[config.mk]
export PLATFORM = sky130hd
export DESIGN_NAME = hostwin_port
export DESIGN_NICKNAME = d
export VERILOG_FILES = /design/src/rtl/hostwin_pkg.sv /design/src/rtl/hostwin_decode.sv /design/src/rtl/hostwin_addr.sv /design/src/rtl/hostwin_stage.sv /design/src/rtl/hostwin_port.sv
export SDC_FILE = /design/constraint.sdc
export NUM_CORES = 1
export LEC_CHECK = 0
export BUFFER_PORTS_ARGS = -buffer_cell sky130_fd_sc_hd__buf_2
export CORE_MARGIN = 5
export CORE_UTILIZATION = 23
export CTS_BUF_LIST = sky130_fd_sc_hd__clkbuf_16
export DETAILED_ROUTE_END_ITERATION = 16
export HOLD_SLACK_MARGIN = 0.05
export MAX_ROUTING_LAYER = met4
export PLACE_DENSITY_LB_ADDON = 0.08
export SYNTH_ARGS = -nofsm -noshare
export SYNTH_HDL_FRONTEND = slang
export SYNTH_SLANG_ARGS = --single-unit
[constraint.sdc]
create_clock -name clk -period 1.4 [get_ports clk]
set_input_delay 0.14 -clock clk [delete_from_list [all_inputs] [get_ports clk]]
set_output_delay 0.14 -clock clk [all_outputs]
set_load 0.01 [all_outputs]
[src/rtl/hostwin_pkg.sv]
package hostwin_pkg;

  localparam int BYTE_W = 8;
  localparam int LANES  = 4;

  typedef enum logic [1:0] {
    MODE_B8     = 2'd0,
    MODE_H16    = 2'd1,
    MODE_W32    = 2'd2,
    MODE_W32INC = 2'd3
  } mode_e;

  localparam logic [2:0] OFF_ALO   = 3'd0;
  localparam logic [2:0] OFF_AHI   = 3'd1;
  localparam logic [2:0] OFF_LANE0 = 3'd2;
  localparam logic [2:0] OFF_LANE3 = 3'd5;

  typedef struct packed {
    logic                 fetch;
    logic                 commit;
    logic                 stage_wr;
    logic                 inc;
    logic [LANES-1:0]     be;
  } mem_op_t;

endpackage

[src/rtl/hostwin_decode.sv]
module hostwin_decode
  import hostwin_pkg::*;
(
  input  logic [2:0] host_addr,
  input  logic       host_rd,
  input  logic       host_wr,
  input  mode_e      mode,
  output logic       rd_act,
  output logic       is_lane,
  output logic [1:0] lane,
  output logic       alo_wr,
  output logic       ahi_wr,
  output mem_op_t    op
);

  logic [2:0] rel;
  logic       lane_rd;
  logic       lane_wr;

  always_comb begin
    rel     = host_addr - OFF_LANE0;
    lane    = rel[1:0];
    is_lane = (host_addr >= OFF_LANE0) && (host_addr <= OFF_LANE3);
    rd_act  = host_rd && !host_wr;
    lane_rd = rd_act && is_lane;
    lane_wr = host_wr && is_lane;
    alo_wr  = host_wr && (host_addr == OFF_ALO);
    ahi_wr  = host_wr && (host_addr == OFF_AHI);
  end

  always_comb begin
    op = '0;
    unique case (mode)
      MODE_B8: begin
        op.fetch  = lane_rd;
        op.commit = lane_wr;
        op.be     = LANES'(1) << lane;
      end
      MODE_H16: begin
        op.fetch    = lane_rd && !lane[0];
        op.commit   = lane_wr && lane[0];
        op.stage_wr = lane_wr;
        op.be       = lane[1] ? 4'hC : 4'h3;
      end
      default: begin
        op.fetch    = lane_rd && (lane == 2'd0);
        op.commit   = lane_wr && (lane == 2'd3);
        op.stage_wr = lane_wr;
        op.be       = '1;
        op.inc      = (mode == MODE_W32INC) &&
                      ((lane_rd && (lane == 2'd0)) || (lane_wr && (lane == 2'd3)));
      end
    endcase
  end

endmodule

[src/rtl/hostwin_addr.sv]
module hostwin_addr
  import hostwin_pkg::*;
#(
  parameter int ADDR_W = 15
) (
  input  logic                 clk,
  input  logic                 rst,
  input  logic                 alo_wr,
  input  logic                 ahi_wr,
  input  logic                 inc,
  input  logic [BYTE_W-1:0]    wdata,
  output logic [ADDR_W-3:0]    word,
  output mode_e                mode,
  output logic [BYTE_W-1:0]    rb_lo,
  output logic [BYTE_W-1:0]    rb_hi
);

  localparam int WORD_W = ADDR_W - 2;
  localparam int HI_W   = ADDR_W - 8;
  localparam int LO_W   = 6;

  logic [WORD_W-1:0] word_q;
  mode_e             mode_q;
  logic              unused_top;

  assign unused_top = ^wdata[BYTE_W-1:HI_W];

  always_ff @(posedge clk) begin
    if (rst) begin
      word_q <= '0;
      mode_q <= MODE_B8;
    end else if (alo_wr) begin
      word_q[LO_W-1:0] <= wdata[BYTE_W-1:2];
      mode_q           <= mode_e'(wdata[1:0]);
    end else if (ahi_wr) begin
      word_q[WORD_W-1:LO_W] <= wdata[HI_W-1:0];
    end else if (inc) begin
      word_q <= word_q + 1'b1;
    end
  end

  assign word  = word_q;
  assign mode  = mode_q;
  assign rb_lo = {word_q[LO_W-1:0], mode_q};
  assign rb_hi = {{(BYTE_W-HI_W){1'b0}}, word_q[WORD_W-1:LO_W]};

endmodule

[src/rtl/hostwin_stage.sv]
module hostwin_stage
  import hostwin_pkg::*;
(
  input  logic                          clk,
  input  logic                          rst,
  input  logic                          clear,
  input  logic                          load_pend,
  input  logic [LANES-1:0]              load_be,
  input  logic [LANES*BYTE_W-1:0]       mem_rdata,
  input  logic                          stage_wr,
  input  logic [1:0]                    lane,
  input  logic [BYTE_W-1:0]             wdata,
  output logic [LANES-1:0][BYTE_W-1:0]  eff,
  output logic [LANES*BYTE_W-1:0]       commit_word
);

  logic [LANES-1:0][BYTE_W-1:0] stage_q;

  for (genvar n = 0; n < LANES; n++) begin : g_lane
    logic hit;
    assign hit = stage_wr && (lane == 2'(n));
    assign eff[n] = (load_pend && load_be[n]) ?
                    mem_rdata[n*BYTE_W +: BYTE_W] : stage_q[n];
    assign commit_word[n*BYTE_W +: BYTE_W] = hit ? wdata : eff[n];

    always_ff @(posedge clk) begin
      if (rst || clear) begin
        stage_q[n] <= '0;
      end else if (hit) begin
        stage_q[n] <= wdata;
      end else begin
        stage_q[n] <= eff[n];
      end
    end
  end

endmodule

[src/rtl/hostwin_port.sv]
module hostwin_port
  import hostwin_pkg::*;
#(
  parameter int ADDR_W = 15
) (
  input  logic                     clk,
  input  logic                     rst,
  input  logic [2:0]               host_addr,
  input  logic                     host_rd,
  input  logic                     host_wr,
  input  logic [7:0]               host_wdata,
  output logic [7:0]               host_rdata,
  output logic                     host_rvalid,
  output logic                     mem_req,
  output logic                     mem_we,
  output logic [ADDR_W-3:0]        mem_addr,
  output logic [3:0]               mem_be,
  output logic [31:0]              mem_wdata,
  input  logic [31:0]              mem_rdata
);

  mode_e                        mode;
  logic [ADDR_W-3:0]            word;
  logic [BYTE_W-1:0]            rb_lo;
  logic [BYTE_W-1:0]            rb_hi;
  logic                         rd_act;
  logic                         is_lane;
  logic [1:0]                   lane;
  logic                         alo_wr;
  logic                         ahi_wr;
  mem_op_t                      op;
  logic [LANES-1:0][BYTE_W-1:0] eff;
  logic [LANES*BYTE_W-1:0]      commit_word;

  logic                         rvalid_q;
  logic                         lane_rd_q;
  logic [1:0]                   lane_q;
  logic [BYTE_W-1:0]            rdata_q;
  logic                         load_pend_q;
  logic [LANES-1:0]             load_be_q;

  hostwin_decode u_decode (
    .host_addr (host_addr),
    .host_rd   (host_rd),
    .host_wr   (host_wr),
    .mode      (mode),
    .rd_act    (rd_act),
    .is_lane   (is_lane),
    .lane      (lane),
    .alo_wr    (alo_wr),
    .ahi_wr    (ahi_wr),
    .op        (op)
  );

  hostwin_addr #(.ADDR_W(ADDR_W)) u_addr (
    .clk    (clk),
    .rst    (rst),
    .alo_wr (alo_wr),
    .ahi_wr (ahi_wr),
    .inc    (op.inc),
    .wdata  (host_wdata),
    .word   (word),
    .mode   (mode),
    .rb_lo  (rb_lo),
    .rb_hi  (rb_hi)
  );

  hostwin_stage u_stage (
    .clk         (clk),
    .rst         (rst),
    .clear       (alo_wr || ahi_wr),
    .load_pend   (load_pend_q),
    .load_be     (load_be_q),
    .mem_rdata   (mem_rdata),
    .stage_wr    (op.stage_wr),
    .lane        (lane),
    .wdata       (host_wdata),
    .eff         (eff),
    .commit_word (commit_word)
  );

  always_ff @(posedge clk) begin
    if (rst) begin
      rvalid_q    <= 1'b0;
      lane_rd_q   <= 1'b0;
      lane_q      <= '0;
      rdata_q     <= '0;
      load_pend_q <= 1'b0;
      load_be_q   <= '0;
    end else begin
      rvalid_q    <= rd_act;
      lane_rd_q   <= rd_act && is_lane;
      lane_q      <= lane;
      load_pend_q <= op.fetch;
      load_be_q   <= op.be;
      if (rd_act) begin
        if (host_addr == OFF_ALO)      rdata_q <= rb_lo;
        else if (host_addr == OFF_AHI) rdata_q <= rb_hi;
        else                           rdata_q <= '0;
      end
    end
  end

  assign host_rvalid = rvalid_q;
  assign host_rdata  = lane_rd_q ? eff[lane_q] : rdata_q;

  assign mem_req   = op.fetch || op.commit;
  assign mem_we    = op.commit;
  assign mem_addr  = word;
  assign mem_be    = op.be;
  assign mem_wdata = (mode == MODE_B8) ? {LANES{host_wdata}} : commit_word;

endmodule

# Word-level counts from Yosys, hierarchy flattened
# Cells that the tools add are included.
# totals
register_bits,64
elab_cells,83
inputBits,47
# op_classes
muxes,23
n_addsub,2
n_bitwise,1
n_eq_ne,7
reduce_logical,33
order_cmp,3
shift,1
# ops
operator,count
two-way mux 8 bit,11
two-way mux 32 bit,1
logical AND 1 bit,19
binary-select mux 8 bit (select 2 bit),1
two-way mux 7 bit,2
"adder 13 x 1 -> 13 bit, second input constant",1
two-way mux 13 bit,1
two-way mux 6 bit,2
one-hot mux 4 bit (2 select lines),1
"== test 2 bit, second input constant",3
"== test 2 x 1 -> 1 bit, second input constant",2
zero test 2 bit,2
logical OR 1 bit,4
two-way mux 4 bit,1
one-hot mux 2 bit (2 select lines),1
AND reduction 2 bit,2
nonzero test 2 bit,2
"left shift 1 x 2 -> 4 bit, first input constant",1
"== test 3 x 1 -> 1 bit, second input constant",1
">= comparator 3 x 2 -> 1 bit, second input constant",1
"less-or-equal comparator 3 bit, second input constant",1
zero test 3 bit,1
"less-than comparator 2 x 3 -> 1 bit, second input constant",1
zero test 1 bit,2
5 further kinds,6

# Logic depth before layout (Yosys ltp)
# depth
word_depth,10
mapped_depth,8
ltp_nobuf,6

# By module
# From an unflattened synthesis, not the netlist that was laid out.
# hier_totals
hier_cells,599
area_unflattened_um2,4757.1
# modules_own_cells
module,cells_per_inst,area_each_um2,instances,seq_area_each_um2
hostwin_stage,265,2252.2,1,640.6
hostwin_port,180,1292.5,1,340.3
hostwin_addr,123,1006.0,1,300.3
hostwin_decode,31,206.4,1,0.0

# Worst setup path after synthesis
# Ideal clock, no wire load.
# synth_timing
kind,register to output
from,register lane_q[0]
to,output host_rdata[0]
n_path_buf,1
path_stages_with_launch,4
required_time_ns,1.260
slack_ns,-0.250
arrival_ns,1.510
cell_sequence,dfxtp_1 > clkbuf_1 > mux4_2 > a21oi_1
# synth_via
elab_chain_cells,3
# synth_rtl
item,line_no,text
"start, declared",hostwin_port.sv:37,logic [1:0] lane_q;
"start signal, assigned",hostwin_port.sv:93,lane_q <= lane;
binary-select mux 8 bit (select 2 bit),hostwin_port.sv:105,assign host_rdata = lane_rd_q ? eff[lane_q] : rdata_q;
two-way mux 8 bit (implied by the code),hostwin_port.sv:105,
two-way mux 8 bit,hostwin_port.sv:105,
"end, declared",hostwin_port.sv:12,"output logic [7:0] host_rdata,"
# Every way passes these cells. The select of a mux whose other input is x is not followed.

# Worst setup path after layout
# layout_timing
from,register load_pend_q
to,output host_rdata[4]
# layout_via
elab_chain_cells,5
elab_cells_between_ends,11
classes_between,mux: 7; reduce/logical: 4
# layout_rtl
item,line_no,text
"start, declared",hostwin_port.sv:39,logic load_pend_q;
"start signal, assigned",hostwin_port.sv:94,load_pend_q <= op.fetch;
logical AND 1 bit,hostwin_stage.sv:22,assign eff[n] = (load_pend && load_be[n]) ?
two-way mux 8 bit,hostwin_stage.sv:22,
binary-select mux 8 bit (select 2 bit) *,hostwin_port.sv:105,
two-way mux 8 bit (implied by the code) *,hostwin_port.sv:105,
two-way mux 8 bit *,hostwin_port.sv:105,
# Mark *: on every way between the ends. The rest lies on a longest branch, timed or not. The select of a mux whose other input is x is not followed.

==> flow_summary.json <==
{
  "holdBufCountCts": 0,
  "drtIter0Drc": 287,
  "n_fill_cell": 1704,
  "cp-end-kind": "output port",
  "gr-total-overflow": 0,
  "drc": 0,
  "min_from": "host_wdata[1]",
  "stdcell_area_mm2": 0.00689,
  "cts.sinks": 64,
  "cp-endpoint": "host_rdata[4]",
  "viasPerCell": 4.88,
  "grt_usage": 0.189,
  "routabilityCongestion": 0.827,
  "cts.path.max_buffers": 2,
  "critPathMaxStageDelay_ns": 0.49,
  "gr-usage-met2": 0.292,
  "dpl.cell_count": 849,
  "finalHoldViolations": 0,
  "crit_required_ns": 1.26,
  "num_antenna_cells": 0,
  "met3_usage": 0.0262,
  "placed_area_mm2": 0.00543,
  "fin_crit_ns": 2.05,
  "num_vias": 4389,
  "synth-seq-cells": 64,
  "start_util": 0.234,
  "synthArstFlopShare": 0,
  "antenna_found_initial": 0,
  "worstSkewPairLatency_ns": 0.33,
  "nNetsFinal": 723,
  "cp_slowest_cell": "mux4_2",
  "period_share": 1.47,
  "ys.warnings.count": 0,
  "drv_cap": 0,
  "cp_num_cells": 5,
  "crit_family": "multiplexers",
  "final_util": 0.415,
  "area_growth_pct": 77.3,
  "drv_slew": 0,
  "r2r_slack_ns": -0.37,
  "ys.flop_type": "dfxtp_1",
  "worstSetupStartpointType": "flip-flop",
  "h-tree-depth": 3,
  "hold_class": "in2reg",
  "min_path_cells": 3,
  "syn_nets": 520,
  "grt_pass1_wl_mm": 27.4,
  "skew_ns": 0.00716,
  "violations": "negative setup slack",
  "cts_buffers": 9,
  "drt-total-wl_mm": 18.3,
  "setup_violations": 75,
  "crit_type": "reg2out",
  "port_buffers": 106,
  "drive_gt1_frac": 0.640,
  "p_leak_nw": 2.93,
  "die_h_um": 140,
  "grt_max_degree": 33,
  "first_pass_iters": 4,
  "synth_cells": 472,
  "root_buffer": "clkbuf_16",
  "crit_buf_inv": 1,
  "cp-startpoint": "load_pend_q",
  "fp.dieArea_mm2": 0.0196,
  "timing.setup.tns_ns": -25.46,
  "r2r_start": "u_addr.mode[0]",
  "peakVddDrop_mv": 0.570,
  "final_cells": 900,
  "post_synth.cell_area_avg_um2": 8.23,
  "crit_fanout": 8,
  "gr-usage-met1": 0.259,
  "synth_area_mm2": 0.00388,
  "ys_types": 50,
  "top_usage_layer": "met2",
  "max_slew_margin": 0.662,
  "clkTransAtPathRegs_ns": 0.06,
  "outcome": "finished, violations left",
  "rsz0062_at_grt": "yes",
  "worst_pin_slew_ns": 0.507,
  "pin_count": 107,
  "reg2reg_to": "u_stage.stage_q[19]",
  "die_w_um": 140,
  "grt_pass1_vias": 4483,
  "reg2regPathDepth": 9,
  "arrival_ns": 1.91,
  "crit_chain": "nand2_4 > mux2i_1 > mux4_2 > a21oi_2 > buf_2",
  "rows": 47,
  "hpwl_mm": 13.2,
  "core_area_mm2": 0.0166,
  "wire_per_inst_um": 20.3,
  "fin_ws_ns": -0.653,
  "cts_tree": "built",
  "fmax_ghz": 0.487,
  "cellPowerDensity_mw_per_mm2": 785,
  "ant_nets": 0,
  "synth_edf_count": 0,
  "ys_seq_area_frac": 0.330
}
## cells in the final DEF (no fill, tap or decap), types with 6 or more instances in the layout
master,netlist,routed
buf_2,12,101
buf_4,10,88
nor2_1,92,60
dfxtp_1,64,59
mux2i_1,34,32
a211oi_2,11,29
nor2_4,0,25
buf_6,5,25
o21ai_2,0,24
a21oi_2,1,21
a21oi_1,43,17
nand2_1,36,14
nand2_4,2,14
buf_12,0,12
nand2_2,4,11
nor2_2,1,9
clkbuf_16,0,9
mux4_2,8,8
a22oi_1,8,7
a21oi_4,0,6
nand4_1,6,6
o21ai_1,0,6
## report_power, final
part / switching (mW) / internal, mW / total, mW / leakage, nW
clock: 0.901 / 1.56 / 2.46 / 0.146
sequential: 0.0197 / 1.84 / 1.86 / 0.521
combinational: 0.606 / 0.481 / 1.09 / 2.26
## logic make-up after synthesis
| logic type | after synthesis | share of synthesized area |
|---|---|---|
| AOI/OAI and AO/OA | 135 | 0.228 |
| and+or+nand+nor | 177 | 0.219 |
| DFF | 64 | 0.330 |
| buffers and inverters | 47 | 0.0686 |
| adders and majority gates | 1 | 0.00322 |
| muxes | 48 | 0.151 |
## Yosys cell counts (8+ instances only)
library cell	n	area, um^2
buf_2	12	60.1
nor2_1	92	345
a211oi_2	11	138
nand2_1	36	135
a211oi_1	23	173
mux4_2	8	180
o21ai_0	31	155
a21oi_1	43	215
mux2i_1	34	340
dfxtp_1	64	1280
buf_4	10	75.1
clkbuf_1	14	52.6
a22oi_1	8	60.1
## sequential cells by signal, indices dropped and copies added, names as in the netlist
name / cells
lane_q: 2
u_addr.word: 13
rdata_q: 8
u_stage.stage_q: 32
u_addr.mode: 2
host_rvalid: 1
lane_rd_q: 1
load_pend_q: 1
load_be_q: 4
## worst register-to-register path, stage by stage (launching register included)
cell      delay (ns)
dfxtp_4         0.35
buf_6           0.12
buf_6           0.10
or2_4           0.35
buf_6           0.17
nand4_1         0.08
buf_6           0.13
buf_12          0.16
nor2_1          0.07
a211oi_2        0.16
## metrics by stage
stage / power (mW) / worst slack [ns] / hold WS (ns)
finish: 5.41 / -0.653 / 0.198
global placement: 2.74 / -0.310 / 0.489
detailed placement: 2.74 / -0.272 / 0.491
CTS: 5.38 / -0.642 / 0.173
global route: 5.63 / -0.731 / 0.196
floorplan: 2.33 / -0.0997 / 0.212
## worst min-delay path by stage
stage                               end  slack (ns)
finish              u_stage.stage_q[17]        0.20
global route        u_stage.stage_q[17]        0.20
CTS                 u_stage.stage_q[17]        0.17
detailed placement           rdata_q[7]        0.49
global placement             rdata_q[7]        0.49
floorplan                  load_be_q[1]        0.21
## per-layer routing
layer / up-vias / share of wire
met3: 14 / 0.038
met5: - / 0
met4: 0 / 0.012
met1: 2165 / 0.47
met2: 99 / 0.48
li1: 2111 / -
## final cells by class
class / count / area (um^2) / area share
clock buffers: 9 / 225 / 0.0327
clock inverters: 7 / 95.1 / 0.0138
inverters: 4 / 16.3 / 0.00236
multi-input cells: 364 / 3190 / 0.463
flip-flops and latches: 64 / 1290 / 0.188
well taps: 220 / 275 / 0.0400
repair buffers: 232 / 1790 / 0.260
## repair_timing
| item | in CTS | in global routing |
|---|---|---|
| gates cloned | 7 | 0 |
| pin swaps | 42 | 33 |
| buffers inserted | 21 | 14 |
| resized for setup | 107 | 101 |
| endpoints found under the setup margin | 91 | 87 |
No activity file was read; power rests on OpenSTA's default activity.
